`src/rtl/i2c_xfer_seq_pkg.sv`:
```
package i2c_xfer_seq_pkg;

  typedef enum logic [1:0] {
    CMD_START = 2'd0,
    CMD_SEND  = 2'd1,
    CMD_RECV  = 2'd2,
    CMD_STOP  = 2'd3
  } cmdKind_e;

  typedef enum logic [1:0] {
    SRC_ADDR = 2'd0,
    SRC_TX   = 2'd1,
    SRC_BC   = 2'd2
  } byteSrc_e;

  typedef enum logic [1:0] {
    PH_BC   = 2'd0,
    PH_ADDR = 2'd1,
    PH_DATA = 2'd2
  } phase_e;

  // strobes from the control FSM into the datapath
  typedef struct packed {
    byteSrc_e srcSel;
    logic     ldHdr;
    logic     decCnt;
    logic     capRx;
    logic     setNack;
    logic     clrNack;
  } dpCtl_t;

endpackage

```
`src/rtl/i2c_xfer_seq_dp.sv`:
```
module i2c_xfer_seq_dp
  import i2c_xfer_seq_pkg::*;
#(
  parameter int DATA_W = 8,
  parameter int CNT_W  = 3
) (
  input  logic              clk,
  input  logic              rstN,
  input  dpCtl_t            ctl,
  input  logic [DATA_W-1:0] txData,
  input  logic [DATA_W-1:0] addrData,
  input  logic [DATA_W-1:0] bcData,
  input  logic [DATA_W-1:0] engRxByte,
  input  logic [CNT_W-1:0]  rdCount,
  output logic [DATA_W-1:0] cmdByte,
  output logic [DATA_W-1:0] rxData,
  output logic              dirRead,
  output logic              lastByte,
  output logic              rxValid,
  output logic              nackFlag
);

  localparam logic [CNT_W-1:0] CNT_ZERO = '0;
  localparam logic [CNT_W-1:0] CNT_ONE  = CNT_W'(1);

  logic [CNT_W-1:0] remain;

  always_comb begin
    case (ctl.srcSel)
      SRC_TX:  cmdByte = txData;
      SRC_BC:  cmdByte = bcData;
      default: cmdByte = addrData;
    endcase
  end

  assign lastByte = (remain == CNT_ZERO);

  always_ff @(posedge clk) begin
    if (!rstN) begin
      remain   <= CNT_ZERO;
      dirRead  <= 1'b0;
      rxData   <= '0;
      rxValid  <= 1'b0;
      nackFlag <= 1'b0;
    end else begin
      if (ctl.ldHdr) begin
        dirRead <= cmdByte[0];
        remain  <= rdCount;
      end else if (ctl.decCnt) begin
        remain <= remain - CNT_ONE;
      end
      rxValid <= ctl.capRx;
      if (ctl.capRx) rxData <= engRxByte;
      if (ctl.clrNack)      nackFlag <= 1'b0;
      else if (ctl.setNack) nackFlag <= 1'b1;
    end
  end

  AST_CNT_FLOOR: assert property (@(posedge clk) disable iff (!rstN)
    ctl.decCnt |-> (remain != CNT_ZERO));
  AST_RX_PULSE: assert property (@(posedge clk) disable iff (!rstN)
    rxValid |=> !rxValid);

endmodule

```
`src/rtl/i2c_xfer_seq_ctrl.sv`:
```
module i2c_xfer_seq_ctrl
  import i2c_xfer_seq_pkg::*;
(
  input  logic     clk,
  input  logic     rstN,
  input  logic     enWrite,
  input  logic     enData,
  input  logic     txValid,
  input  logic     bcValid,
  input  logic     addrWrite,
  input  logic     engDone,
  input  logic     engAck,
  input  logic     dirRead,
  input  logic     lastByte,
  output dpCtl_t   ctl,
  output logic     cmdValid,
  output cmdKind_e cmdKind,
  output logic     cmdNack,
  output logic     txTake,
  output logic     bcTake,
  output logic     busy
);

  typedef enum logic [3:0] {
    S_IDLE, S_START, S_STARTW, S_HEAD, S_BCHOLD, S_SENDW,
    S_DATA, S_RECV, S_RECVW, S_STOP, S_STOPW
  } state_e;

  state_e state, stateNxt;
  phase_e phase, phaseNxt;

  always_comb begin
    stateNxt   = state;
    phaseNxt   = phase;
    ctl        = '0;
    ctl.srcSel = SRC_ADDR;
    cmdValid   = 1'b0;
    cmdKind    = CMD_START;
    cmdNack    = 1'b0;
    txTake     = 1'b0;
    bcTake     = 1'b0;
    case (state)
      S_IDLE: if (enWrite && enData) stateNxt = S_START;
      S_START: begin
        cmdValid    = 1'b1;
        cmdKind     = CMD_START;
        ctl.clrNack = 1'b1;
        stateNxt    = S_STARTW;
      end
      S_STARTW: if (engDone) stateNxt = S_HEAD;
      S_HEAD: begin
        cmdValid = 1'b1;
        cmdKind  = CMD_SEND;
        stateNxt = S_SENDW;
        if (bcValid) begin
          bcTake     = 1'b1;
          ctl.srcSel = SRC_BC;
          phaseNxt   = PH_BC;
        end else if (txValid) begin
          txTake     = 1'b1;
          ctl.srcSel = SRC_TX;
          ctl.ldHdr  = 1'b1;
          phaseNxt   = PH_ADDR;
        end else begin
          ctl.ldHdr  = 1'b1;
          phaseNxt   = PH_ADDR;
        end
      end
      S_BCHOLD: begin
        if (bcValid) begin
          cmdValid   = 1'b1;
          cmdKind    = CMD_SEND;
          bcTake     = 1'b1;
          ctl.srcSel = SRC_BC;
          phaseNxt   = PH_BC;
          stateNxt   = S_SENDW;
        end else if (addrWrite) begin
          cmdValid   = 1'b1;
          cmdKind    = CMD_SEND;
          ctl.ldHdr  = 1'b1;
          phaseNxt   = PH_ADDR;
          stateNxt   = S_SENDW;
        end
      end
      S_SENDW: begin
        if (engDone) begin
          if (!engAck) begin
            ctl.setNack = 1'b1;
            stateNxt    = S_STOP;
          end else begin
            case (phase)
              PH_BC:   stateNxt = S_BCHOLD;
              PH_ADDR: stateNxt = dirRead ? S_RECV : S_DATA;
              default: stateNxt = S_DATA;
            endcase
          end
        end
      end
      S_DATA: begin
        if (txValid) begin
          cmdValid   = 1'b1;
          cmdKind    = CMD_SEND;
          txTake     = 1'b1;
          ctl.srcSel = SRC_TX;
          phaseNxt   = PH_DATA;
          stateNxt   = S_SENDW;
        end else begin
          stateNxt = S_STOP;
        end
      end
      S_RECV: begin
        cmdValid = 1'b1;
        cmdKind  = CMD_RECV;
        cmdNack  = lastByte;
        stateNxt = S_RECVW;
      end
      S_RECVW: begin
        if (engDone) begin
          ctl.capRx = 1'b1;
          if (lastByte) stateNxt = S_STOP;
          else begin
            ctl.decCnt = 1'b1;
            stateNxt   = S_RECV;
          end
        end
      end
      S_STOP: begin
        cmdValid = 1'b1;
        cmdKind  = CMD_STOP;
        stateNxt = S_STOPW;
      end
      S_STOPW: if (engDone) stateNxt = S_IDLE;
      default: stateNxt = S_IDLE;
    endcase
  end

  always_ff @(posedge clk) begin
    if (!rstN) begin
      state <= S_IDLE;
      phase <= PH_BC;
    end else begin
      state <= stateNxt;
      phase <= phaseNxt;
    end
  end

  assign busy = (state != S_IDLE);

  AST_BUSY_START: assert property (@(posedge clk) disable iff (!rstN)
    $rose(busy) |-> (cmdValid && cmdKind == CMD_START));
  AST_IDLE_QUIET: assert property (@(posedge clk) disable iff (!rstN)
    !busy |-> !(cmdValid || txTake || bcTake));
  AST_TAKE_SEND: assert property (@(posedge clk) disable iff (!rstN)
    (txTake || bcTake) |-> (cmdValid && cmdKind == CMD_SEND));
  AST_NACK_STOP: assert property (@(posedge clk) disable iff (!rstN)
    (state == S_SENDW && engDone && !engAck) |=> (cmdValid && cmdKind == CMD_STOP));
  AST_CMD_SINGLE: assert property (@(posedge clk) disable iff (!rstN)
    cmdValid |=> !cmdValid);

endmodule

```
`src/rtl/i2c_xfer_seq.sv`:
```
module i2c_xfer_seq
  import i2c_xfer_seq_pkg::*;
#(
  parameter int DATA_W = 8,
  parameter int CNT_W  = 3
) (
  input  logic              clk,
  input  logic              rstN,
  input  logic              enWrite,
  input  logic              enData,
  input  logic [DATA_W-1:0] addrData,
  input  logic              addrWrite,
  input  logic [DATA_W-1:0] txData,
  input  logic              txValid,
  output logic              txTake,
  input  logic [DATA_W-1:0] bcData,
  input  logic              bcValid,
  output logic              bcTake,
  input  logic [CNT_W-1:0]  rdCount,
  output logic              cmdValid,
  output logic [1:0]        cmd,
  output logic [DATA_W-1:0] cmdByte,
  output logic              cmdNack,
  input  logic              engDone,
  input  logic              engAck,
  input  logic [DATA_W-1:0] engRxByte,
  output logic              busy,
  output logic [DATA_W-1:0] rxData,
  output logic              rxValid,
  output logic              nackFlag
);

  dpCtl_t   ctl;
  cmdKind_e cmdK;
  logic     dirRead;
  logic     lastByte;

  assign cmd = cmdK;

  i2c_xfer_seq_ctrl u_ctrl (
    .clk(clk), .rstN(rstN), .enWrite(enWrite), .enData(enData),
    .txValid(txValid), .bcValid(bcValid), .addrWrite(addrWrite),
    .engDone(engDone), .engAck(engAck), .dirRead(dirRead), .lastByte(lastByte),
    .ctl(ctl), .cmdValid(cmdValid), .cmdKind(cmdK), .cmdNack(cmdNack),
    .txTake(txTake), .bcTake(bcTake), .busy(busy)
  );

  i2c_xfer_seq_dp #(.DATA_W(DATA_W), .CNT_W(CNT_W)) u_dp (
    .clk(clk), .rstN(rstN), .ctl(ctl), .txData(txData), .addrData(addrData),
    .bcData(bcData), .engRxByte(engRxByte), .rdCount(rdCount),
    .cmdByte(cmdByte), .rxData(rxData), .dirRead(dirRead), .lastByte(lastByte),
    .rxValid(rxValid), .nackFlag(nackFlag)
  );

endmodule

```
`config.mk`:
```
export PLATFORM = sky130hd
export DESIGN_NAME = i2c_xfer_seq
export DESIGN_NICKNAME = d
export VERILOG_FILES = /design/src/rtl/i2c_xfer_seq_pkg.sv /design/src/rtl/i2c_xfer_seq_dp.sv /design/src/rtl/i2c_xfer_seq_ctrl.sv /design/src/rtl/i2c_xfer_seq.sv
export SDC_FILE = /design/constraint.sdc
export NUM_CORES = 1
export LEC_CHECK = 0
export CAP_MARGIN = 5
export CORE_MARGIN = 8
export CORE_UTILIZATION = 41
export DETAILED_ROUTE_END_ITERATION = 8
export GPL_ROUTABILITY_DRIVEN = 0
export PLACE_DENSITY = 0.79
export SYNTH_ARGS = -nofsm -noshare
export SYNTH_HDL_FRONTEND = slang
export SYNTH_HIERARCHICAL = 1
export SYNTH_SLANG_ARGS = --single-unit
```
`constraint.sdc`:
```
create_clock -name clk -period 2.6 [get_ports clk]
set_clock_uncertainty 0.1 [all_clocks]
set_input_delay 0.39 -clock clk [delete_from_list [all_inputs] [get_ports clk]]
set_output_delay 0.39 -clock clk [all_outputs]
set_load 0.005 [all_outputs]
```
# ---- Word level (Yosys, flattened, before mapping)
# Index checks and enable logic that the tools add are counted.
dict set report op_classes {
  n_bitwise 1
  shift 0
  order_cmp 0
  n_eq_ne 20
  add_sub_neg 1
  muxes 47
  div_mod_pow 0
  reduce_logical 12
  n_mul 0
}
# cell n
set op_table {}
lappend op_table {{$pmux 4 s11} 1}
lappend op_table {{$mux 4} 10}
lappend op_table {{$mux 1} 18}
lappend op_table {{$eq 4x3->1 const B} 4}
lappend op_table {{$mux 2} 8}
lappend op_table {{$pmux 8 s2} 1}
lappend op_table {{$eq 4x4->1 const B} 3}
lappend op_table {{$pmux 2 s3} 2}
lappend op_table {{$ne 2x2->1 const B} 5}
lappend op_table {{$pmux 2 s5} 1}
lappend op_table {{$eq 4x2->1 const B} 2}
lappend op_table {{$pmux 4 s2} 1}
lappend op_table {{$mux 3} 2}
lappend op_table {{$reduce_and 6->1} 1}
lappend op_table {{$eq 2x1->1 const B} 2}
lappend op_table {{$eq 4x1->1 const B} 1}
lappend op_table {{$logic_not 4->1} 1}
lappend op_table {{$pmux 1 s2} 2}
lappend op_table {{$reduce_bool 4->1} 1}
lappend op_table {{$reduce_or 2->1} 2}
lappend op_table {{$reduce_or 4->1} 1}
lappend op_table {{$logic_not 3->1} 1}
lappend op_table {{$ne 3x3->1 const B} 1}
lappend op_table {{$pmux 1 s3} 1}
lappend op_table {{9 further kinds} 9}
dict set report word_totals {
  mem_bits_ro 0
  input_bits 44
  mem_bits_rw 0
  latchBits 0
  memories 0
  out_inout_bits 25
  reg_bits 20
  elab_cells 88
}

# ---- Depth between registers and ports, before layout
# Gate-level depths: netlist of run 1.
dict set report logic_depth {
  depth_word 6
  ltp_mapped 12
  ltp_nobuf 8
}

# ---- Modules after synthesis
# Netlist of run 1, hierarchy kept.
# module cells_each area_per_inst_um2 n_inst
set modules_own_cells {}
lappend modules_own_cells {i2c_xfer_seq_dp 88 769.5 1}
lappend modules_own_cells {i2c_xfer_seq_ctrl 92 670.6 1}

# ---- Worst setup path before layout of run 1
# Ideal clock, no wire load.
dict set report synth_path {
  kind {register -> output}
  startpoint {register u_ctrl.state[0]}
  endpoint {output cmdByte[4]}
  t_arrival_ns 1.915
  required_ns 2.110
  stages_incl_launch_ff 10
  n_path_buf 4
  setup_slack_ns 0.195
  cell_sequence {dfxtp_1 -> buf_2 -> buf_2 -> and3b_1 -> nor2_1 -> nor3b_1 -> ha_1 -> buf_2 -> buf_2 -> o21ai_1}
}
# item line_no
set synth_lines {}
lappend synth_lines {{start: declaration} i2c_xfer_seq_ctrl.sv:29} ;# state_e state, stateNxt;
lappend synth_lines {{start signal: assignment} i2c_xfer_seq_ctrl.sv:142} ;# state <= stateNxt;
lappend synth_lines {{end: declaration} i2c_xfer_seq.sv:22} ;# output logic [DATA_W-1:0] cmdByte,

# ---- Final worst setup path of run 1
dict set report layout_path {
  startpoint {input bcValid}
  endpoint {output cmd[0]}
}
dict set report layout_between {
  elab_chain_len 2
}
# item line_no
set layout_rtl {}
lappend layout_rtl {{start: declaration} i2c_xfer_seq.sv:17} ;# input logic bcValid,
lappend layout_rtl {{$mux 2} i2c_xfer_seq_ctrl.sv:70} ;# if (bcValid) begin
lappend layout_rtl {{$pmux 2 s5} i2c_xfer_seq_ctrl.sv:42} ;# case (state)
lappend layout_rtl {{end: declaration} i2c_xfer_seq.sv:21} ;# output logic [1:0] cmd,
# Every way passes these cells.

==> run summary, run 1 <==
Outcome: finished clean
First-pass GRT wire length: 7860 microns
Fin cells: 317
Final Worst Setup Slack: 0.0692 ns
F_max: 395 MHz
Num CTS Buffers: 3
Tcrit/Tclk final: 97.3%
Met2 usage: 30.1%
Yosys Warn Count: 6
Mapped Cells: 180
Slew HR: 67.1%
Routed len/inst: 15.1 microns
CP startpoint kind: input pin
Crit-path max cell delay: 0.48 ns
Share of cells above drive strength 1: 24.4%
Clk_lat worst skew: 0.31 ns
CP max FO: 4
Number of synthesized flops with an enable pin: 0
Hold/Removal Path Class: flop to flop
Initial DRC count: 113
Clock sink total: 20
CTS tree: built
Synth cell types: 45
# IOs: 69
Overall Power: 1.21 mW
CP required: 2.11 ns
Diode count: 0
CORE AREA: 0.00336 sq mm
Final Hold Vio Count: 0
Final worst path period need: 2.53 ns
Crit Path Class: input pin to output port
Hold_buf cts: 0
Area grow syn2layout: 69.6%
Register area share after synthesis: 27.8%
Buf/Inv on CP: 3
Synth Cell Area: 0.00144 sq mm
Vias: 1,685
Power density over the cells: 496 mW/mm^2
Crit path arrival time: 2.04 ns
Number of remaining DRC errors: 0
Die area: 0.00566 sq mm
Vias per cell: 5.32
Critical path, cell by cell: clkdlybuf4s50_1 -> buf_4 -> or2_1 -> a221oi_2 -> o22ai_1 -> dlygate4sd2_1
Setup TNS Final: 0 ns
Slowest cell on crit path: clkdlybuf4s50_1
FF+latch count, synth: 20
Nets: 320
Antenna violations before repair: 0
MaxCap Viol Count: 0
Total Routing Usage GR: 17.6%
Final HPWL DP: 3810 microns
DRT antenna net count: 0
Vert. Die Dim: 75.3 microns
Buffers added on ports: 68
Met3 usage: 6.66%
Total congestion overflow: 0
DR pass1 iterations: 4
Final setup vio count: 0
Worst slew pin tran: 0.491 ns
CP Capture Type: output port
Max Slew Vio Count: 0
Worst-path clk slew: 0.10 ns
Met1 Use GR: 20.5%
Top Usage Layer GRT: met2
Post-synth top flop: dfxtp_1
Root buf cell: clkbuf_4
Placed cells: 308
WHS: 0.404 ns
Mean Syn Cell Area: 8.00 sq um
Syn Nets: 228
H-tree depth: 1
Vias in the first global route: 1,679
Largest net degree at the start of global routing: 19
Cell Rows: 21
Static leakage: 0.942 nW
Post-synth ARST share: 0%
Worst path top cell family by delay: buffers and inverters
Max VDD drop: 0.250 mV
Final WL: 4790 microns
CTS max path bufs: 2
Die width: 75.3 microns
Pre-CTS WS: -0.301 ns
Starting density of the core: 42.8%
==> sequential cells by signal, indices dropped and copies added (netlist names) <==
name / count
u_ctrl/phase: 2
u_dp/rxData: 8
u_dp/rxValid: 1
u_dp/remain: 3
u_dp/nackFlag: 1
u_dp/dirRead: 1
u_ctrl/state: 4
==> repair_timing <==
item,4_1_cts,5_1_grt
endpoints found under the hold margin,0,0
pin swaps,3,6
buffers inserted,3,3
gates resized for setup,35,24
setup endpoints to repair,10,10
==> area by class of cell <==
class,instances,area (sq um)
well taps,46,57.6
flip-flops and latches,20,410
clock buffers,4,36.3
multi-input cells,134,990
fillers,305,921
inverters,13,51.3
repair buffers,100,897
==> tightest hold or removal path: stages (launching register included) <==
cell and delay [ns]:
dfxtp_1 0.33, o21ai_1 0.07, a21oi_1 0.07
==> cells in the final DEF, fill, tap and decap left out, drive strengths merged, types with 9 or more instances in the layout <==
master / count
dfxtp: 20
inv: 12
o21ai: 13
clkdlybuf4s50: 58
buf: 37
a22oi: 9
nor2b: 10
mux2i: 10
nand2: 11
nor2: 11
==> metal layers <==
metal  part of all wire (%)  up-vias
met3                    7.9        4
met5                      0        -
met4                   0.73        0
met1                     41      776
li1                       -      840
met2                     51       65
==> kinds of logic (layout without fill, tap and decap cells) <==
logic type	count (synthesis)	after routing	share of synthesized area [%]
fa+ha+maj	4	4	3.48
simple gates	69	69	28.6
flops	20	20	27.8
compound gates	50	50	24.3
xor+xnor	1	1	0.608
buf+inv	26	117	8.25
mux	10	10	6.95
==> synth_stat cells, drive strengths merged, types with 2 or more instances <==
cell     n  area (sq um)
ha       4          50.1
nand3    3          15.0
nand3b   3          22.5
nand2b   3          21.3
buf     13          70.1
a221oi   2          23.8
nor4     3          25.0
o21ai   13          65.1
o211a    3          30.0
dfxtp   20           400
o31ai    3          22.5
o22ai    3          18.8
a21oi    7          35.0
and2     6          37.5
nor2    11          41.3
nand2   11          41.3
nor2b   10          62.6
inv     12          45.0
a22oi    9          67.6
or2      2          12.5
o211ai   2          15.0
nor3b    5          42.5
nor3     3          15.0
o32ai    4          35.0
mux2i   10           100
nand4    2          12.5
==> final timing paths <==
path,startpoint,to,slack [ns],cells after the start
worst max register to register,u_ctrl/state[2],u_dp/dirRead,0.64,9
worst min register to register,u_ctrl/phase[0],u_ctrl/phase[0],0.40,2
worst max-delay path,bcValid,cmd[0],0.07,6
worst min-delay path,u_ctrl/phase[0],u_ctrl/phase[0],0.40,2
==> power breakdown <==
group	total, mW	leakage [nW]	internal (mW)	switching (mW)
Combinational	0.667	0.757	0.351	0.316
Clock	0.178	0.0210	0.0855	0.0925
Sequential	0.365	0.164	0.335	0.0307
==> stage by stage <==
step                area [sq um]  utilization (%)
CTS                         2400             71.4
global placement            2310             68.7
finish                      2440             72.6
floorplan                   1440                -
detailed placement          2310             68.7
global route                2440             72.6
Power figures use the tool's default switching activity.
==> run 2: changes to the inputs <==
--- a/config.mk
+++ b/config.mk
@@ -6,11 +6,14 @@
 export NUM_CORES = 1
 export LEC_CHECK = 0
 export CAP_MARGIN = 5
+export CELL_PAD_IN_SITES_DETAIL_PLACEMENT = 1
+export CELL_PAD_IN_SITES_GLOBAL_PLACEMENT = 1
+export CORE_ASPECT_RATIO = 0.75
 export CORE_MARGIN = 8
-export CORE_UTILIZATION = 41
+export CORE_UTILIZATION = 28
 export DETAILED_ROUTE_END_ITERATION = 8
 export GPL_ROUTABILITY_DRIVEN = 0
-export PLACE_DENSITY = 0.79
+export PLACE_DENSITY = 0.77
 export SYNTH_ARGS = -nofsm -noshare
 export SYNTH_HDL_FRONTEND = slang
 export SYNTH_HIERARCHICAL = 1
==> run 2 against run 1 <==
Final area rose by 2.9%; power grew 10%; worst setup slack improved by 0.019 ns; highest routed layer unchanged; critical path depth rose by 3; via count is 1.7% higher; worst hold slack worse by 0.0060 ns; clock power grew 76%; sequential share of layout area decreased by 0.62 points; sequential power shrank 2%; utilization is 22 points lower; flip-flop and latch count did not move.
==> run summary, run 2 (same netlist as run 1, synthesis figures left out) <==
Int Power: 874 uW (was 771 uW)
Die area: 0.00772 sq mm (was 0.00566 sq mm)
CP required: 2.11 ns (about the same)
CP Capture Type: output port (unchanged)
Number of remaining DRC errors: 0 (unchanged)
Hold_buf cts: 0 (unchanged)
Vert. Die Dim: 78.1 microns (was 75.3 microns)
Vias per cell: 5.13 (was 5.32)
Outcome: finished clean (unchanged)
Final setup vio count: 0 (unchanged)
Cell Rows: 22 (was 21)
MaxCap Viol Count: 0 (unchanged)
Root buf cell: clkbuf_8 (was clkbuf_4)
Total Routing Usage GR: 14.1% (was 17.6%)
Commonest non-fill, non-tap cells in the layout: 58 x clkdlybuf4s50_1, 35 x buf_4, 17 x dfxtp_1 (was 58 x clkdlybuf4s50_1, 28 x buf_4, 16 x dfxtp_1)
Static leakage: 0.980 nW (was 0.942 nW)
CTS max path bufs: 2 (unchanged)
CP max FO: 7 (was 4)
Slew HR: 62.4% (was 67.1%)
Pre-CTS WS: -0.349 ns (was -0.301 ns)
Vias in the first global route: 1,851 (was 1,679)
Fin cells: 334 (was 317)
F_max: 398 MHz (was 395 MHz)
H-tree depth: 1 (unchanged)
Vias: 1,713 (was 1,685)
Final Worst Setup Slack: 0.0886 ns (was 0.0692 ns)
CP startpoint kind: flop (was input pin)
Share of cells above drive strength 1: 24.8% (was 24.4%)
Die width: 98.8 microns (was 75.3 microns)
Register-to-register setup slack: 0.64 ns (about the same)
Nets: 323 (was 320)
Num CTS Buffers: 3 (unchanged)
Reg2Reg Launch Point: u_ctrl/state[2] (unchanged)
Combinational share of power: 49.8% (was 55.1%)
Hold/Removal Path Class: flop to flop (unchanged)
Antenna violations before repair: 0 (unchanged)
Initial DRC count: 23 (was 113)
Final Hold Vio Count: 0 (unchanged)
Largest register FFs: 8 (unchanged)
Max Slew Vio Count: 0 (unchanged)
Total congestion overflow: 0 (unchanged)
Clk_lat worst skew: 0.26 ns (was 0.31 ns)
Routed len/inst: 16.6 microns (was 15.1 microns)
Crit path arrival time: 2.02 ns (was 2.04 ns)
Worst R2R End: u_dp/dirRead (unchanged)
Max VDD drop: 0.223 mV (was 0.250 mV)
DR pass1 iterations: 4 (unchanged)
Placed cells: 323 (was 308)
Power density over the cells: 532 mW/mm^2 (was 496 mW/mm^2)
Buffers added on ports: 68 (unchanged)
Final HPWL DP: 4250 microns (was 3810 microns)
Biggest register: u_dp/rxData (unchanged)
Crit path launch: u_ctrl/state[2] (was bcValid)
Commonest non-fill, non-tap cell in the layout: clkdlybuf4s50_1 (unchanged)
Net Sw Frac: 34.5% (was 36.3%)
Crit Path Class: flop to output port (was input pin to output port)
Hold Path Origin: u_ctrl/phase[1] (was u_ctrl/phase[0])
# IOs: 69 (unchanged)
Largest net degree at the start of global routing: 19 (unchanged)
Final worst path period need: 2.51 ns (was 2.53 ns)
Starting density of the core: 29.2% (was 42.8%)
Sw power: 462 uW (was 439 uW)
FF-to-FF path depth: 9 (unchanged)
DRT antenna net count: 0 (unchanged)
Top flop regs: u_dp/rxData: 8 flops, u_ctrl/state: 4 flops, u_dp/remain: 3 flops (unchanged)
CORE AREA: 0.00493 sq mm (was 0.00336 sq mm)
Diode count: 0 (unchanged)
Placed Area: 0.00234 sq mm (was 0.00231 sq mm)
Tcrit/Tclk final: 96.6% (was 97.3%)
Clock sink total: 20 (unchanged)
First-pass GRT wire length: 9120 microns (was 7860 microns)
Final instance area: 0.00251 sq mm (was 0.00244 sq mm)
WHS: 0.398 ns (was 0.404 ns)
Final WL: 5540 microns (was 4790 microns)
Sequential Power Share: 26.8% (was 30.2%)
CP Capture Point: cmdByte[0] (was cmd[0])
Area grow syn2layout: 74.5% (was 69.6%)
CTS tree: built (unchanged)
Clock power frac: 23.4% (was 14.7%)
Worst slew pin tran: 0.560 ns (was 0.491 ns)
Worst-path clk slew: 0.08 ns (was 0.10 ns)
==> run 2: cell types whose count changed in the layout (fill, tap and decap cells not counted), sizes merged <==
cell,before,now
buf,37,38
clkbuf,7,8
bufinv,0,1
==> run 2: power groups by stage <==
| stage | clock network [mW] | logic [mW] | registers, mW |
|---|---|---|---|
| finish | 0.313 | 0.665 | 0.358 |
| global route | 0.328 | 0.718 | 0.361 |
| CTS | 0.320 | 0.660 | 0.358 |
| detailed placement | 0 | 0.644 | 0.356 |
| global placement | 0 | 0.637 | 0.356 |
| floorplan | 0 | 0.328 | 0.346 |
==> run 2: worst min path at each step <==
stage,end,cells past startpoint
2_1_floorplan,u_ctrl/phase[1],2
3_3_place_gp,u_ctrl/phase[1],2
3_5_place_dp,u_ctrl/phase[1],2
4_1_cts,u_ctrl/phase[1],2
5_1_grt,u_ctrl/phase[1],2
6_report,u_ctrl/phase[1],2
==> run 2: final cells by class <==
cell class	count	area [sq um]
Timing Repair Buffer	103	905
Inverter	13	48.8
Tap cell	60	75.1
Clock inverter	1	30.0
Multi-Input combinational cell	134	1010
Clock buffer	3	41.3
Sequential cell	20	407
Fill cell	585	2410
==> run 2: through the flow <==
step                total power [mW]  utilization (%)  setup TNS [ns]
floorplan                      0.675                -               0
global placement               0.993             47.5           -2.53
detailed placement              1.00             47.5           -2.63
CTS                             1.34             50.7        -0.00150
global route                    1.41             51.0         -0.0167
finish                          1.34             51.0               0
==> run 2: worst max-delay path, cell delays in order, from the launching register on <==
cell	delay, ns
dfxtp_4	0.37
and3b_1	0.25
nor2_2	0.06
nor3b_2	0.20
inv_1	0.10
ha_4	0.20
buf_4	0.15
a22oi_2	0.19
mux2i_1	0.10
buf_2	0.14
==> run 2: repair_timing <==
item,CTS,global route
pin swaps,5,1
gates resized for setup,32,16
setup endpoints to repair,9,11
setup buffers,6,1
==> run 2: per-layer routing <==
layer | vias up | GRT usage, % | part of all wire, %
met2 | 61 | 23.4 | 45
met3 | 2 | 5.55 | 8.0
met5 | - | 0 | 0
met1 | 808 | 17.4 | 47
li1 | 842 | - | -
met4 | 0 | 1.68 | 0.18
==> run 3: changes to the inputs <==
--- a/config.mk
+++ b/config.mk
@@ -10,10 +10,10 @@
 export CELL_PAD_IN_SITES_GLOBAL_PLACEMENT = 1
 export CORE_ASPECT_RATIO = 0.75
 export CORE_MARGIN = 8
-export CORE_UTILIZATION = 28
+export CORE_UTILIZATION = 31
 export DETAILED_ROUTE_END_ITERATION = 8
 export GPL_ROUTABILITY_DRIVEN = 0
-export PLACE_DENSITY = 0.77
+export PLACE_DENSITY = 0.84
 export SYNTH_ARGS = -nofsm -noshare
 export SYNTH_HDL_FRONTEND = slang
 export SYNTH_HIERARCHICAL = 1
==> constraint.sdc (replaced) <==
create_clock -name clk -period 3.2 [get_ports clk]
set_clock_uncertainty 0.1 [all_clocks]
set_input_delay 0.48 -clock clk [delete_from_list [all_inputs] [get_ports clk]]
set_output_delay 0.48 -clock clk [all_outputs]
set_load 0.005 [all_outputs]
==> run 3 against run 2 <==
Wire length is 9.0% lower; flip-flop and latch count stayed put; utilization is 0.49 points higher; clock power is 47% lower; worst hold slack better by 0.0046 ns; count of clock-buffer cells in the layout stayed put; non-clock buffer count is 23 lower.
==> run summary, run 3 (same netlist as run 1, synthesis figures left out) <==
Die width: 94.7 microns (was 98.8 microns)
Buffers added on ports: 68 (unchanged)
Vias: 1,623 (was 1,713)
CP required: 2.62 ns (was 2.11 ns)
Number of remaining DRC errors: 0 (unchanged)
Outcome: finished clean (unchanged)
CP Capture Type: output port (unchanged)
Biggest register: u_dp/rxData (unchanged)
Area grow syn2layout: 59.7% (was 74.5%)
FF-to-FF path depth: 5 (was 9)
Sw power: 353 uW (was 462 uW)
Combinational share of power: 51.4% (was 49.8%)
Crit-path max cell delay: 0.53 ns (was 0.37 ns)
Antenna violations before repair: 0 (unchanged)
Vias in the first global route: 1,606 (was 1,851)
Most used cell, CP: clkdlybuf4s50_1
Net Sw Frac: 37.2% (was 34.5%)
Num CTS Buffers: 3 (unchanged)
Die area: 0.00710 sq mm (was 0.00772 sq mm)
Slowest cell on crit path: clkdlybuf4s50_1 (was dfxtp_4)
First-pass GRT wire length: 7750 microns (was 9120 microns)
Top Usage Layer GRT: met2 (unchanged)
CORE AREA: 0.00447 sq mm (was 0.00493 sq mm)
Worst path top cell family by delay: buffers and inverters (was simple AND/OR/NAND/NOR gates)
Placed cells: 303 (was 323)
# IOs: 69 (unchanged)
Worst path depth: 9 (unchanged)
Vias per cell: 5.29 (was 5.13)
F_max: 320 MHz
Largest net degree at the start of global routing: 20 (was 19)
MaxCap Viol Count: 0 (unchanged)
Crit Path Class: input pin to output port (was flop to output port)
Slew HR: 45.5% (was 62.4%)
Worst-path clk slew: 0.07 ns (was 0.08 ns)
Largest register FFs: 8 (unchanged)
CP startpoint kind: input pin (was flop)
Max Slew Vio Count: 0 (unchanged)
Static leakage: 0.833 nW (was 0.980 nW)
Met1 Use GR: 16.9% (was 17.4%)
Met3 usage: 7.87% (was 5.55%)
Critical path, cell by cell: clkdlybuf4s50_1 -> and2_1 -> o211a_1 -> inv_1 -> ha_2 -> buf_12 -> nand2_1 -> o21ai_1 -> clkdlybuf4s50_1 (was and3b_1 -> nor2_2 -> nor3b_2 -> inv_1 -> ha_4 -> buf_4 -> a22oi_2 -> mux2i_1 -> buf_2)
Commonest non-fill, non-tap cell in the layout: clkdlybuf4s50_1 (unchanged)
Max VDD drop: 0.224 mV (was 0.223 mV)
Register-to-register setup slack: 0.86 ns (was 0.64 ns)
Clock power frac: 17.6% (was 23.4%)
Clk_lat worst skew: 0.26 ns (about the same)
Tcrit/Tclk final: 97.7%
Int Power: 596 uW (was 874 uW)
Hold/Removal Path Class: flop to flop (unchanged)
Initial DRC count: 58 (was 23)
Total Routing Usage GR: 13.9% (was 14.1%)
Clock sink total: 20 (unchanged)
Commonest non-fill, non-tap cells in the layout: 67 x clkdlybuf4s50_1, 19 x dfxtp_1, 12 x inv_1 (was 58 x clkdlybuf4s50_1, 35 x buf_4, 17 x dfxtp_1)
CP max FO: 14 (was 7)
Worst R2R End: u_dp/remain[0] (was u_dp/dirRead)
Final WL: 5040 microns (was 5540 microns)
Buf/Inv on CP: 4 (was 3)
Hold Path Depth: 2 (unchanged)
Diode count: 0 (unchanged)
Worst Hold Path EP: u_dp/nackFlag (was u_ctrl/phase[1])
CTS tree: built (unchanged)
Vert. Die Dim: 75.0 microns (was 78.1 microns)
Nets: 300 (was 323)
Cell Rows: 21 (was 22)
Crit path arrival time: 2.55 ns (was 2.02 ns)
Overall Power: 949 uW (was 1.34 mW)
Final HPWL DP: 4010 microns (was 4250 microns)
Final worst path period need: 3.13 ns
Share of cells above drive strength 1: 10.4% (was 24.8%)
Worst slew pin tran: 0.810 ns (was 0.560 ns)
CTS max path bufs: 2 (unchanged)
Final Hold Vio Count: 0 (unchanged)
H-tree depth: 1 (unchanged)
Power density over the cells: 413 mW/mm^2 (was 532 mW/mm^2)
Total congestion overflow: 0 (unchanged)
Root buf cell: clkbuf_8 (unchanged)
DR pass1 iterations: 4 (unchanged)
Fin cells: 307 (was 334)
DRT antenna net count: 0 (unchanged)
Met2 usage: 20.8% (was 23.4%)
Final setup vio count: 0 (unchanged)
Sequential Power Share: 31.1% (was 26.8%)
Reg2Reg Launch Point: u_ctrl/state[3] (was u_ctrl/state[2])
Routed len/inst: 16.4 microns (was 16.6 microns)
Hold Path Origin: u_dp/nackFlag (was u_ctrl/phase[1])
Starting density of the core: 32.2% (was 29.2%)
Top flop regs: u_dp/rxData: 8 flops, u_ctrl/state: 4 flops, u_dp/remain: 3 flops (unchanged)
==> run 3: cell count changes in the layout (fill, tap and decap cells not counted), moves of 3 or more <==
cell | before | now
clkbuf_2 | 5 | 0
a22oi_2 | 7 | 1
buf_2 | 3 | 0
buf_4 | 35 | 10
clkdlybuf4s50_1 | 58 | 67
a22oi_1 | 2 | 8
==> run 3: layout make-up <==
cell class	instances	area [sq um]
repair buffers	80	790
flip-flops and latches	20	402
fillers	546	2170
inverters	13	48.8
multi-input cells	134	947
well taps	57	71.3
clock buffers	3	41.3
==> run 3: power groups by stage <==
stage	clock network [mW]	logic [mW]	registers, mW
floorplan	0	0.267	0.282
global placement	0	0.469	0.294
detailed placement	0	0.476	0.294
CTS	0.171	0.483	0.293
global route	0.182	0.533	0.296
finish	0.167	0.487	0.295
==> run 3: worst reg2reg max path, cell delays in order (launching register included) <==
cell and delay [ns]:
dfxtp_1 0.44, buf_4 0.24, or3b_1 0.44, nor4_1 0.64, xor2_1 0.15, o211a_1 0.24
==> run 3: per-stage QoR <==
| step | setup TNS, ns | worst slack [ns] | area (sq um) | hold WS (ns) | util (%) |
|---|---|---|---|---|---|
| after floorplan | 0 | 0.705 | 1440 | 0.358 | - |
| after global placement | 0 | 0.104 | 2220 | 0.375 | 49.6 |
| after detailed placement | 0 | 0.0178 | 2220 | 0.379 | 49.6 |
| after CTS | 0 | 0.0485 | 2270 | 0.394 | 50.9 |
| after global routing | -0.0985 | -0.0258 | 2300 | 0.425 | 51.5 |
| final | 0 | 0.0749 | 2300 | 0.403 | 51.5 |
==> run 3: how the worst max path moves through the flow <==
stage | from | end | slack [ns]
floorplan | u_ctrl/state[0] | cmdByte[4] | 0.71
global placement | bcValid | cmdByte[0] | 0.10
detailed placement | bcValid | cmdByte[6] | 0.02
CTS | u_ctrl/state[2] | cmdByte[6] | 0.05
global route | txValid | cmdByte[6] | -0.03
finish | txValid | cmdByte[6] | 0.07
==> run 3: metal layers <==
layer  share of wire (%)  routed length [microns]  up-vias
met5                   0                        0        -
met4                0.69                       35        0
li1                    -                        -      798
met1                  44                     2220      744
met3                  14                      701        4
met2                  41                     2090       77
==> run 3: timing repair <==
action                                  CTS  global route
pin swaps                                 0             1
buffers inserted                          0             1
endpoints found under the setup margin    8             8
resized for setup                         4             6
hold buffers                              0             0
hold endpoints to repair                  0             0
